===== config.mk =====
export PLATFORM = sky130hd
export DESIGN_NAME = adc_scan_seq
export DESIGN_NICKNAME = d
export VERILOG_FILES = /design/src/rtl/adc_seq_pkg.sv /design/src/rtl/adc_trig_qual.sv /design/src/rtl/adc_chan_pick.sv /design/src/rtl/adc_eoc_flag.sv /design/src/rtl/adc_scan_seq.sv
export SDC_FILE = /design/constraint.sdc
export NUM_CORES = 1
export LEC_CHECK = 0
export BUFFER_PORTS_ARGS = -buffer_cell sky130_fd_sc_hd__buf_4
export CORE_MARGIN = 2
export CORE_UTILIZATION = 45
export DETAILED_ROUTE_END_ITERATION = 10
export PLACE_DENSITY = 0.69
export SLEW_MARGIN = 20
export SYNTH_ARGS = -nofsm -noshare
export SYNTH_HDL_FRONTEND = slang
export SYNTH_SLANG_ARGS = --single-unit

===== constraint.sdc =====
create_clock -name clk -period 2.71 [get_ports clk]
set_clock_uncertainty 0.1 [all_clocks]
set_input_delay 0.542 -clock clk [delete_from_list [all_inputs] [get_ports clk]]
set_output_delay 0.542 -clock clk [all_outputs]
set_load 0.005 [all_outputs]

===== src/rtl/adc_seq_pkg.sv =====
package adc_seq_pkg;

   typedef enum logic [1:0] {
      MODE_ONE  = 2'b00,
      MODE_RSV  = 2'b01,
      MODE_SCAN = 2'b10,
      MODE_LOOP = 2'b11
   } seq_mode_e;

   typedef enum logic [1:0] {
      TRIG_LOW  = 2'b00,
      TRIG_HIGH = 2'b01,
      TRIG_FALL = 2'b10,
      TRIG_RISE = 2'b11
   } trig_cond_e;

   typedef enum logic [1:0] {
      ST_IDLE  = 2'b00,
      ST_ISSUE = 2'b01,
      ST_WAIT  = 2'b10
   } seq_state_e;

endpackage


===== src/rtl/adc_trig_qual.sv =====
module adc_trig_qual
   import adc_seq_pkg::*;
#(
   parameter int LEVEL_HOLD  = 8,
   parameter int EDGE_HOLD   = 4,
   parameter int SYNC_STAGES = 2
) (
   input  logic       clk,
   input  logic       rst_n,
   input  logic       pin,
   input  logic [1:0] cond,
   output logic       fire
);

   localparam int RUN_MAX = LEVEL_HOLD + 1;
   localparam int CW      = $clog2(RUN_MAX + 1);

   generate
      if (EDGE_HOLD < 2 || LEVEL_HOLD < EDGE_HOLD) begin : g_bad_hold
         $error("adc_trig_qual: need 2 <= EDGE_HOLD <= LEVEL_HOLD");
      end
      if (SYNC_STAGES < 0) begin : g_bad_sync
         $error("adc_trig_qual: SYNC_STAGES must be non-negative");
      end
   endgenerate

   logic pin_s;

   // Synchronizer depth is a build option; zero stages feeds the pin straight in.
   generate
      if (SYNC_STAGES == 0) begin : g_direct
         assign pin_s = pin;
      end else begin : g_sync
         logic [SYNC_STAGES-1:0] sr;
         always_ff @(posedge clk or negedge rst_n) begin
            if (!rst_n) sr <= '0;
            else        sr <= (sr << 1) | SYNC_STAGES'(pin);
         end
         assign pin_s = sr[SYNC_STAGES-1];
      end
   endgenerate

   logic          lvl_q;
   logic [CW-1:0] run;
   logic          long_prev;

   // run counts how many cycles lvl_q has held its value, saturating.
   always_ff @(posedge clk or negedge rst_n) begin
      if (!rst_n) begin
         lvl_q     <= 1'b0;
         run       <= '0;
         long_prev <= 1'b0;
      end else if (pin_s != lvl_q) begin
         lvl_q     <= pin_s;
         run       <= CW'(1);
         long_prev <= (run >= CW'(EDGE_HOLD));
      end else if (run != CW'(RUN_MAX)) begin
         run <= run + CW'(1);
      end
   end

   logic lvl_hit, edg_hit;
   assign lvl_hit = (run == CW'(LEVEL_HOLD));
   assign edg_hit = long_prev && (run == CW'(EDGE_HOLD));

   always_comb begin
      unique case (trig_cond_e'(cond))
         TRIG_LOW:  fire = !lvl_q && lvl_hit;
         TRIG_HIGH: fire =  lvl_q && lvl_hit;
         TRIG_FALL: fire = !lvl_q && edg_hit;
         TRIG_RISE: fire =  lvl_q && edg_hit;
         default:   fire = 1'b0;
      endcase
   end

   // a qualified run yields one acceptance, not a stream.
   assert_fire_once_R10: assert property (@(posedge clk) disable iff (!rst_n)
      fire |=> (!fire || !$stable(cond)));

endmodule


===== src/rtl/adc_chan_pick.sv =====
module adc_chan_pick #(
   parameter int NUM_CH = 12,
   parameter int IW     = 4,
   parameter int FW     = 5
) (
   input  logic [NUM_CH-1:0] mask,
   input  logic [FW-1:0]     from,
   output logic              found,
   output logic [IW-1:0]     idx
);

   generate
      if (NUM_CH > (1 << IW) || (1 << FW) <= NUM_CH) begin : g_bad_width
         $error("adc_chan_pick: index widths too narrow for NUM_CH");
      end
   endgenerate

   // Walk downward so the lowest qualifying channel is the one left standing.
   always_comb begin
      found = 1'b0;
      idx   = '0;
      for (int i = NUM_CH - 1; i >= 0; i--) begin
         if (mask[i] && (FW'(i) >= from)) begin
            found = 1'b1;
            idx   = IW'(i);
         end
      end
   end

endmodule


===== src/rtl/adc_eoc_flag.sv =====
module adc_eoc_flag (
   input  logic clk,
   input  logic rst_n,
   input  logic set,
   input  logic clr,
   input  logic irq_en,
   output logic flag,
   output logic irq
);

   logic flag_q;

   always_ff @(posedge clk or negedge rst_n) begin
      if (!rst_n)   flag_q <= 1'b0;
      else if (set) flag_q <= 1'b1;
      else if (clr) flag_q <= 1'b0;
   end

   assign flag = flag_q;
   assign irq  = flag_q & irq_en;

   // sticky until written clear; clear alone removes it.
   assert_flag_sticky_R8: assert property (@(posedge clk) disable iff (!rst_n)
      (flag_q && !clr) |=> flag_q);
   assert_flag_clear_R8: assert property (@(posedge clk) disable iff (!rst_n)
      (clr && !set) |=> !flag_q);

endmodule


===== src/rtl/adc_scan_seq.sv =====
module adc_scan_seq
   import adc_seq_pkg::*;
#(
   parameter int NUM_CH      = 12,
   parameter int CH_W        = 4,
   parameter int LEVEL_HOLD  = 8,
   parameter int EDGE_HOLD   = 4,
   parameter int SYNC_STAGES = 2
) (
   input  logic              clk,
   input  logic              rst_n,
   input  logic              cfg_enable,
   input  logic [1:0]        cfg_mode,
   input  logic [NUM_CH-1:0] cfg_chan_mask,
   input  logic              cfg_irq_en,
   input  logic              cfg_hw_trig_en,
   input  logic [1:0]        cfg_trig_cond,
   input  logic              sw_start_set,
   input  logic              sw_start_clr,
   input  logic              eoc_clr,
   input  logic              trig_pin,
   input  logic              conv_done,
   output logic              conv_start,
   output logic [CH_W-1:0]   cur_chan,
   output logic              busy,
   output logic              eoc_flag,
   output logic              irq
);

   localparam int FW = CH_W + 1;

   generate
      if (NUM_CH < 1 || NUM_CH > (1 << CH_W)) begin : g_bad_ch
         $error("adc_scan_seq: NUM_CH must fit in CH_W bits");
      end
   endgenerate

   seq_state_e       st;
   logic             run_bit;
   logic [CH_W-1:0]  cur;
   seq_mode_e        mode;
   logic             trig_fire;
   logic [FW-1:0]    pick_from;
   logic             pick_found;
   logic [CH_W-1:0]  pick_idx;

   assign mode = seq_mode_e'(cfg_mode);

   adc_trig_qual #(
      .LEVEL_HOLD (LEVEL_HOLD),
      .EDGE_HOLD  (EDGE_HOLD),
      .SYNC_STAGES(SYNC_STAGES)
   ) u_trig (
      .clk  (clk),
      .rst_n(rst_n),
      .pin  (trig_pin),
      .cond (cfg_trig_cond),
      .fire (trig_fire)
   );

   // A pass begins at channel 0; later picks resume just above the current one.
   assign pick_from = (st == ST_IDLE) ? '0 : ({1'b0, cur} + FW'(1));

   adc_chan_pick #(
      .NUM_CH(NUM_CH),
      .IW    (CH_W),
      .FW    (FW)
   ) u_pick (
      .mask (cfg_chan_mask),
      .from (pick_from),
      .found(pick_found),
      .idx  (pick_idx)
   );

   logic hw_go, start_req, abort, idle_empty, wait_last, pass_end;

   assign hw_go      = trig_fire && cfg_hw_trig_en && (mode == MODE_SCAN);
   assign start_req  = (sw_start_set || hw_go) && (mode != MODE_RSV) && cfg_enable;
   assign abort      = sw_start_clr || !cfg_enable;
   assign idle_empty = (st == ST_IDLE) && run_bit && !pick_found;
   assign wait_last  = (st == ST_WAIT) && conv_done &&
                       ((mode == MODE_ONE) || !pick_found);
   assign pass_end   = !abort && (idle_empty || wait_last);

   always_ff @(posedge clk or negedge rst_n) begin
      if (!rst_n) begin
         st      <= ST_IDLE;
         run_bit <= 1'b0;
         cur     <= '0;
      end else if (abort) begin
         st      <= ST_IDLE;
         run_bit <= 1'b0;
      end else begin
         unique case (st)
            ST_IDLE: begin
               if (run_bit) begin
                  if (pick_found) begin
                     cur <= pick_idx;
                     st  <= ST_ISSUE;
                  end else if (mode != MODE_LOOP) begin
                     run_bit <= 1'b0;
                  end
               end else if (start_req) begin
                  run_bit <= 1'b1;
               end
            end
            ST_ISSUE: st <= ST_WAIT;
            ST_WAIT: begin
               if (conv_done) begin
                  if (mode == MODE_ONE || !pick_found) begin
                     st <= ST_IDLE;
                     if (mode != MODE_LOOP) run_bit <= 1'b0;
                  end else begin
                     cur <= pick_idx;
                     st  <= ST_ISSUE;
                  end
               end
            end
            default: st <= ST_IDLE;
         endcase
      end
   end

   adc_eoc_flag u_eoc (
      .clk   (clk),
      .rst_n (rst_n),
      .set   (pass_end),
      .clr   (eoc_clr),
      .irq_en(cfg_irq_en),
      .flag  (eoc_flag),
      .irq   (irq)
   );

   assign conv_start = (st == ST_ISSUE);
   assign cur_chan   = cur;
   assign busy       = run_bit;

   assert_busy_needs_enable_R6: assert property (@(posedge clk) disable iff (!rst_n)
      $rose(busy) |-> $past(cfg_enable));
   assert_start_pulse_R12: assert property (@(posedge clk) disable iff (!rst_n)
      conv_start |=> !conv_start);
   assert_start_in_run_R12: assert property (@(posedge clk) disable iff (!rst_n)
      conv_start |-> busy);
   assert_loop_holds_R4: assert property (@(posedge clk) disable iff (!rst_n)
      (busy && cfg_mode == 2'b11 && cfg_enable && !sw_start_clr) |=> busy);
   assert_stop_R5: assert property (@(posedge clk) disable iff (!rst_n)
      sw_start_clr |=> (!busy && !conv_start));
   assert_pick_enabled_R3: assert property (@(posedge clk) disable iff (!rst_n)
      pick_found |-> (|(cfg_chan_mask & (NUM_CH'(1) << pick_idx)) &&
                      ({1'b0, pick_idx} >= pick_from)));

endmodule


Word level (Yosys, flattened, before mapping)
Cells that the tools add are included.
{ "word_totals": {"register_bits": 16, "inputBits": 26, "output_inout_bits": 8, "word_cells": 141} }
{ "op_classes": {"addsub": 2, "order_cmp": 13, "n_eq_ne": 21, "muxes": 50, "bitwise": 3, "n_reduce_logical": 44} }
{ "ops": {"columns": ["cell", "n"], "rows": [
  ["$mux 4", 18],
  ["$logic_and 1x1->1", 26],
  ["$mux 1", 23],
  ["$ge 3x5->1 const A", 4],
  ["$ge 4x5->1 const A", 4],
  ["$ge 1x5->1 const A", 2],
  ["$ge 2x5->1 const A", 2],
  ["$ne 2x2->1 const B", 5],
  ["$ne 3x3->1 const B", 3],
  ["$eq 2x2->1 const B", 4],
  ["$mux 2", 4],
  ["$pmux 4 s2", 1],
  ["$logic_not 2->1", 3],
  ["$ne 3x2->1 const B", 2],
  ["$pmux 2 s3", 1],
  ["$reduce_and 6->1", 1],
  ["$reduce_bool 2->1", 3],
  ["$add 4x1->5 const B", 1],
  ["$mux 5", 1],
  ["$add 4x1->4 const B", 1],
  ["$eq 2x1->1 const B", 2],
  ["$eq 4x3->1 const B", 1],
  ["$eq 4x4->1 const B", 1],
  ["$ge 4x3->1 const B", 1],
  ["13 further kinds", 19]
]} }

Longest topological paths before layout
{ "logic_depth": {"depth_word": 22, "depth_mapped": 8, "ltp_nobuf": 7} }

Cells and area by module
Synthesis repeated with hierarchy kept, for this count alone.
{ "hier_totals": {"cells_unflattened": 141, "area_unflattened_um2": 1301.2} }
{ "by_module_without_submodules": {"columns": ["mod", "n_inst", "cells_per_inst", "area_per_inst_um2", "seq_area_each_um2"], "rows": [
  ["adc_scan_seq", 1, 45, 479.2, 175.2],
  ["adc_chan_pick", 1, 57, 395.4, 0.0],
  ["adc_trig_qual", 1, 35, 384.1, 200.2],
  ["adc_eoc_flag", 1, 4, 42.5, 25.0]
]} }

Worst setup path before layout
Ideal clock, no wire load.
{ "synth_timing": {"path_type": "flip-flop to flip-flop", "from": "reg cur[0] (netlist: cur_chan[0])", "to": "reg cur[1] (netlist: cur_chan[1])", "setup_time_ps": 128, "arrival_time_ps": 2143, "t_required_ps": 2482, "path_slack_ps": 339, "stages_incl_launch_ff": 9, "n_path_buf": 1, "synth_period_minus_slack_ps": 2371, "path_cell_list": "dfrtp_1 > ha_1 > buf_4 > xnor2_4 > nor2_1 > o311a_1 > o2111ai_4 > nand2_2 > mux2_1"} }
{ "synth_between": {"elab_chain_cells": 20, "word_cells_on_any_way": 60, "cone_classes": "add/sub (1); order compare (12); eq/ne (2); mux (30); reduce/logical (15)"} }
{ "synth_rtl": {"columns": ["element", "line_no", "rtl"], "rows": [
  ["start: declaration", "adc_scan_seq.sv:40", "logic [CH_W-1:0] cur;"],
  ["start signal: assignment", "adc_scan_seq.sv:98", "cur <= pick_idx;"],
  ["start signal: assignment", "adc_scan_seq.sv:114", "cur <= pick_idx;"],
  ["$add 4x1->5 (*)", "adc_scan_seq.sv:62", "assign pick_from = (st == ST_IDLE) ? '0 : ({1'b0, cur} + FW'(1));"],
  ["$mux 5 (*)", "adc_scan_seq.sv:62", null],
  ["$ge 4x5->1", "adc_chan_pick.sv:23", "if (mask[i] && (FW'(i) >= from)) begin"],
  ["$logic_and 1x1->1", "adc_chan_pick.sv:23", null],
  ["$mux 1 (12 in series)", "adc_chan_pick.sv:23", null],
  ["$logic_not 1->1", "adc_scan_seq.sv:110", "if (mode == MODE_ONE || !pick_found) begin"],
  ["$logic_or 1x1->1", "adc_scan_seq.sv:110", null],
  ["$ne 2x2->1 (no line)", null, null],
  ["$reduce_and 6->1 (no line)", null, null]
]} }
Every way passes the cells marked *; elsewhere a longest branch is shown, timed or not. The select of a mux whose other input is x is not followed.
A chain may end at the register's enable or synchronous reset.

Worst setup path in the final report
{ "layout_timing": {"from": "reg cur[1] (netlist: cur_chan[1])", "to": "reg cur[1] (netlist: cur_chan[1])"} }
The elaborated chain is that of the path after synthesis.

==> flow_metrics.py <==
metrics = {
    "run_status": {
        "status": "completed",
    },
    "synthesis": {
        "netlist_instances": 161,
        "ys_seq_area_frac": 0.284,
        "yosys.area.top_type_share": 0.284,
        "synth_nets": 191,
        "synth_largest_area_cell": "dfrtp_1",
        "ys.flop_type": "dfrtp_1",
        "synth-seq-cells": 16,
        "syn_area_per_cell_um2": 8.74,
        "synthTopCellsByArea": "dfrtp_1 28%, ha_1 3.6%, a21oi_1 3.2%",
        "synth_cell_type_count": 59,
        "synthArstFlopShare": 1.00,
        "netlist_area_um2": 1410,
        "yosysWarnings": 0,
        "synth_edf_count": 0,
    },
    "floorplan": {
        "die-area_um2": 3590,
        "start_util": 0.469,
        "fp.dieH_um": 59.9,
        "die_w_um": 59.9,
        "num_rows": 20,
        "core_area_um2": 3000,
        "io_pins": 34,
    },
    "run": {
        "cap_violations": 0,
    },
    "clock_network": {
        "clk_latency_ps": 290,
        "cts_buffers": 3,
        "root_buffer": "clkbuf_4",
        "clk_pin_slew_worst_paths_ps": 90,
        "cts_tree": "yes",
        "postCtsSetupRepairBufs": 0,
        "cts.sinks": 16,
        "htreeDepth": 1,
        "clockBufferDepth": 2,
    },
    "power": {
        "p_clk_frac": 0.202,
        "switching_share": 0.363,
        "power.density_nw_per_um2": 455,
        "p_int_mw": 0.503,
        "switchingPower_mw": 0.287,
        "peakVddDrop_v": 0.000361,
        "leakagePower_nw": 0.774,
        "pwr-share-comb": 0.387,
        "seq_power_share": 0.411,
    },
    "global_routing": {
        "grt_pass1_wl_mm": 5.82,
        "grt_pass1_vias": 1264,
        "track_usage": 0.216,
        "antenna_found_initial": 0,
        "overflow": 0,
        "grt_max_degree": 17,
    },
    "hold_path": {
        "worst_hold_path.num_cells": 1,
        "min_from": "trig_pin",
        "worstHoldEndpoint": "u_trig.g_sync.sr[0]",
        "hold_path.class": "primary input to flip-flop",
    },
    "final_layout": {
        "final_cell_mix": "37 x buf_4, 16 x dfrtp_1, 12 x nand2_1",
        "layout.nets": 228,
        "n_fill_cell": 291,
        "final_common_cell": "buf_4",
        "multi_input_area_um2": 933,
        "seq_area_um2": 400,
        "layout-drive-gt1-share": 0.284,
        "antenna_cells": 0,
        "area_growth_pct": 23.4,
    },
    "drt": {
        "drt_iter0_drc": 60,
        "detail-route-antenna-nets": 0,
        "num_vias": 1380,
        "routed_via_density": 6.00,
        "firstDrtPassIters": 4,
        "drc_errors": 0,
        "postRouteWirelength_mm": 3.55,
        "detail_route.wl_per_cell_um": 15.4,
    },
    "setup_path": {
        "r2r-start": "cur_chan[1]",
        "arrival_ps": 2600,
        "critical_path.startpoint": "cur_chan[1]",
        "cp_cell_sequence": "ha_2 > xnor2_4 > nor2_1 > o311a_1 > o2111ai_4 > nand2_2 > mux2_1",
        "cpPeakStageDelay_ps": 460,
        "reg2reg_slack_ps": 190,
        "worstSetupEndpointType": "flip-flop",
        "required_ps": 2790,
        "reg2regPathDepth": 7,
        "crit_type": "flip-flop to flip-flop",
        "cp_max_fo": 10,
        "cpMaxStageDelayCell": "dfrtp_1",
        "crit_path_start_kind": "flip-flop",
        "r2r-end": "cur_chan[1]",
    },
    "placement": {
        "port_buffers": 33,
        "gp_congestion": 0.901,
        "dp.final_hpwl_mm": 2.86,
    },
    "timing": {
        "drv_slew": 0,
        "fmax_mhz": 396,
        "fin_tns_setup_ps": 0,
        "whs_ps": 252,
        "rsz0062_at_grt": "false",
        "relSlewSlack": 0.651,
        "finalCritPeriodShare": 0.931,
        "finalHoldViolations": 0,
        "finalSetupViolCount": 0,
        "worst_slew_pin_slew_ps": 522,
        "fin_crit_ps": 2520,
    },
}
==> stage by stage <==
stage,cells,power [mW],util,worst slack [ps],area (µm²)
2_1_floorplan,161,0.510,-,339,1410
3_3_place_gp,225,0.622,0.562,188,1690
3_5_place_dp,225,0.628,0.562,91.8,1690
4_1_cts,230,0.793,0.578,75.9,1730
5_1_grt,230,0.845,0.578,15.1,1740
6_report,230,0.790,0.578,187,1740
==> worst max-delay path, delay by kind of cell, from the launching register on <==
kind,cells,cell delay (ps)
xor gates and xnor gates,1,200
DFF,1,460
adders and majority gates,1,390
and+or+nand+nor,2,250
AOI/OAI and AO/OA,2,690
muxes,1,320
==> registers in the layout, indices dropped and copies added (netlist names) <==
name / count
busy: 1
cur_chan: 4
st: 2
u_eoc.flag: 1
u_trig.g_sync.sr: 2
u_trig.long_prev: 1
u_trig.lvl_q: 1
u_trig.run: 4
==> worst max path at each step <==
stage                       end
floorplan           cur_chan[1]
detailed placement  cur_chan[1]
global route        cur_chan[1]
finish              cur_chan[1]
CTS                 cur_chan[1]
global placement    cur_chan[1]
==> cell usage after synthesis (2+ instances only) <==
library cell / instances
clkbuf_1: 2
dfrtp_1: 16
buf_4: 2
or2_2: 2
o21ai_1: 4
o41a_1: 2
o31ai_1: 2
nand3_1: 3
nand4b_1: 2
inv_1: 10
and2_1: 4
o22ai_1: 2
a211o_1: 2
nor4_1: 2
o311ai_1: 2
o21ai_0: 9
and3_1: 3
nor3_1: 2
a31oi_1: 4
xnor2_1: 2
xor2_1: 3
o211ai_1: 4
nand2_1: 12
o2bb2ai_1: 2
a21oi_1: 9
nand2b_1: 4
ha_1: 4
nor2_1: 11
nor2b_1: 5
==> layer usage <==
metal / vias up / routed length, µm / GRT usage
li1: 675 / - / -
met1: 653 / 1700 / 0.316
met2: 47 / 1600 / 0.335
met3: 5 / 221 / 0.0390
met4: 0 / 25 / 0.0381
met5: - / 0 / 0
==> power groups by stage <==
stage | clock network, mW | logic [mW] | registers, mW
2_1_floorplan | 0 | 0.199 | 0.310
3_3_place_gp | 0 | 0.297 | 0.325
3_5_place_dp | 0 | 0.299 | 0.329
4_1_cts | 0.166 | 0.303 | 0.324
5_1_grt | 0.176 | 0.338 | 0.332
6_report | 0.160 | 0.305 | 0.324
==> timing repair <==
action	in CTS	in global routing
hold buffers	1	0
setup endpoints to repair	0	3
endpoints found under the hold margin	16	0
resized for setup	0	1
==> logic make-up (layout without fill, tap and decap cells) <==
logic type / Yosys count / in the layout / share of synthesized area
AO/OA/AOI/OAI: 59 / 59 / 0.336
adder cells (fa/ha/maj): 4 / 4 / 0.0356
AND/OR/NAND/NOR: 58 / 58 / 0.224
buffers and inverters: 16 / 52 / 0.0542
XOR/XNOR: 6 / 6 / 0.0507
flip-flops: 16 / 16 / 0.284
multiplexers: 2 / 2 / 0.0151
==> cell type report <==
class                      instances  area share
tap                               33      0.0238
sequential                        16       0.231
clock buffer                       4      0.0209
inverter                          10      0.0216
timing repair buffer              38       0.166
multi-input combinational        129       0.537
Note: power is estimated with default switching activity, not from simulation.
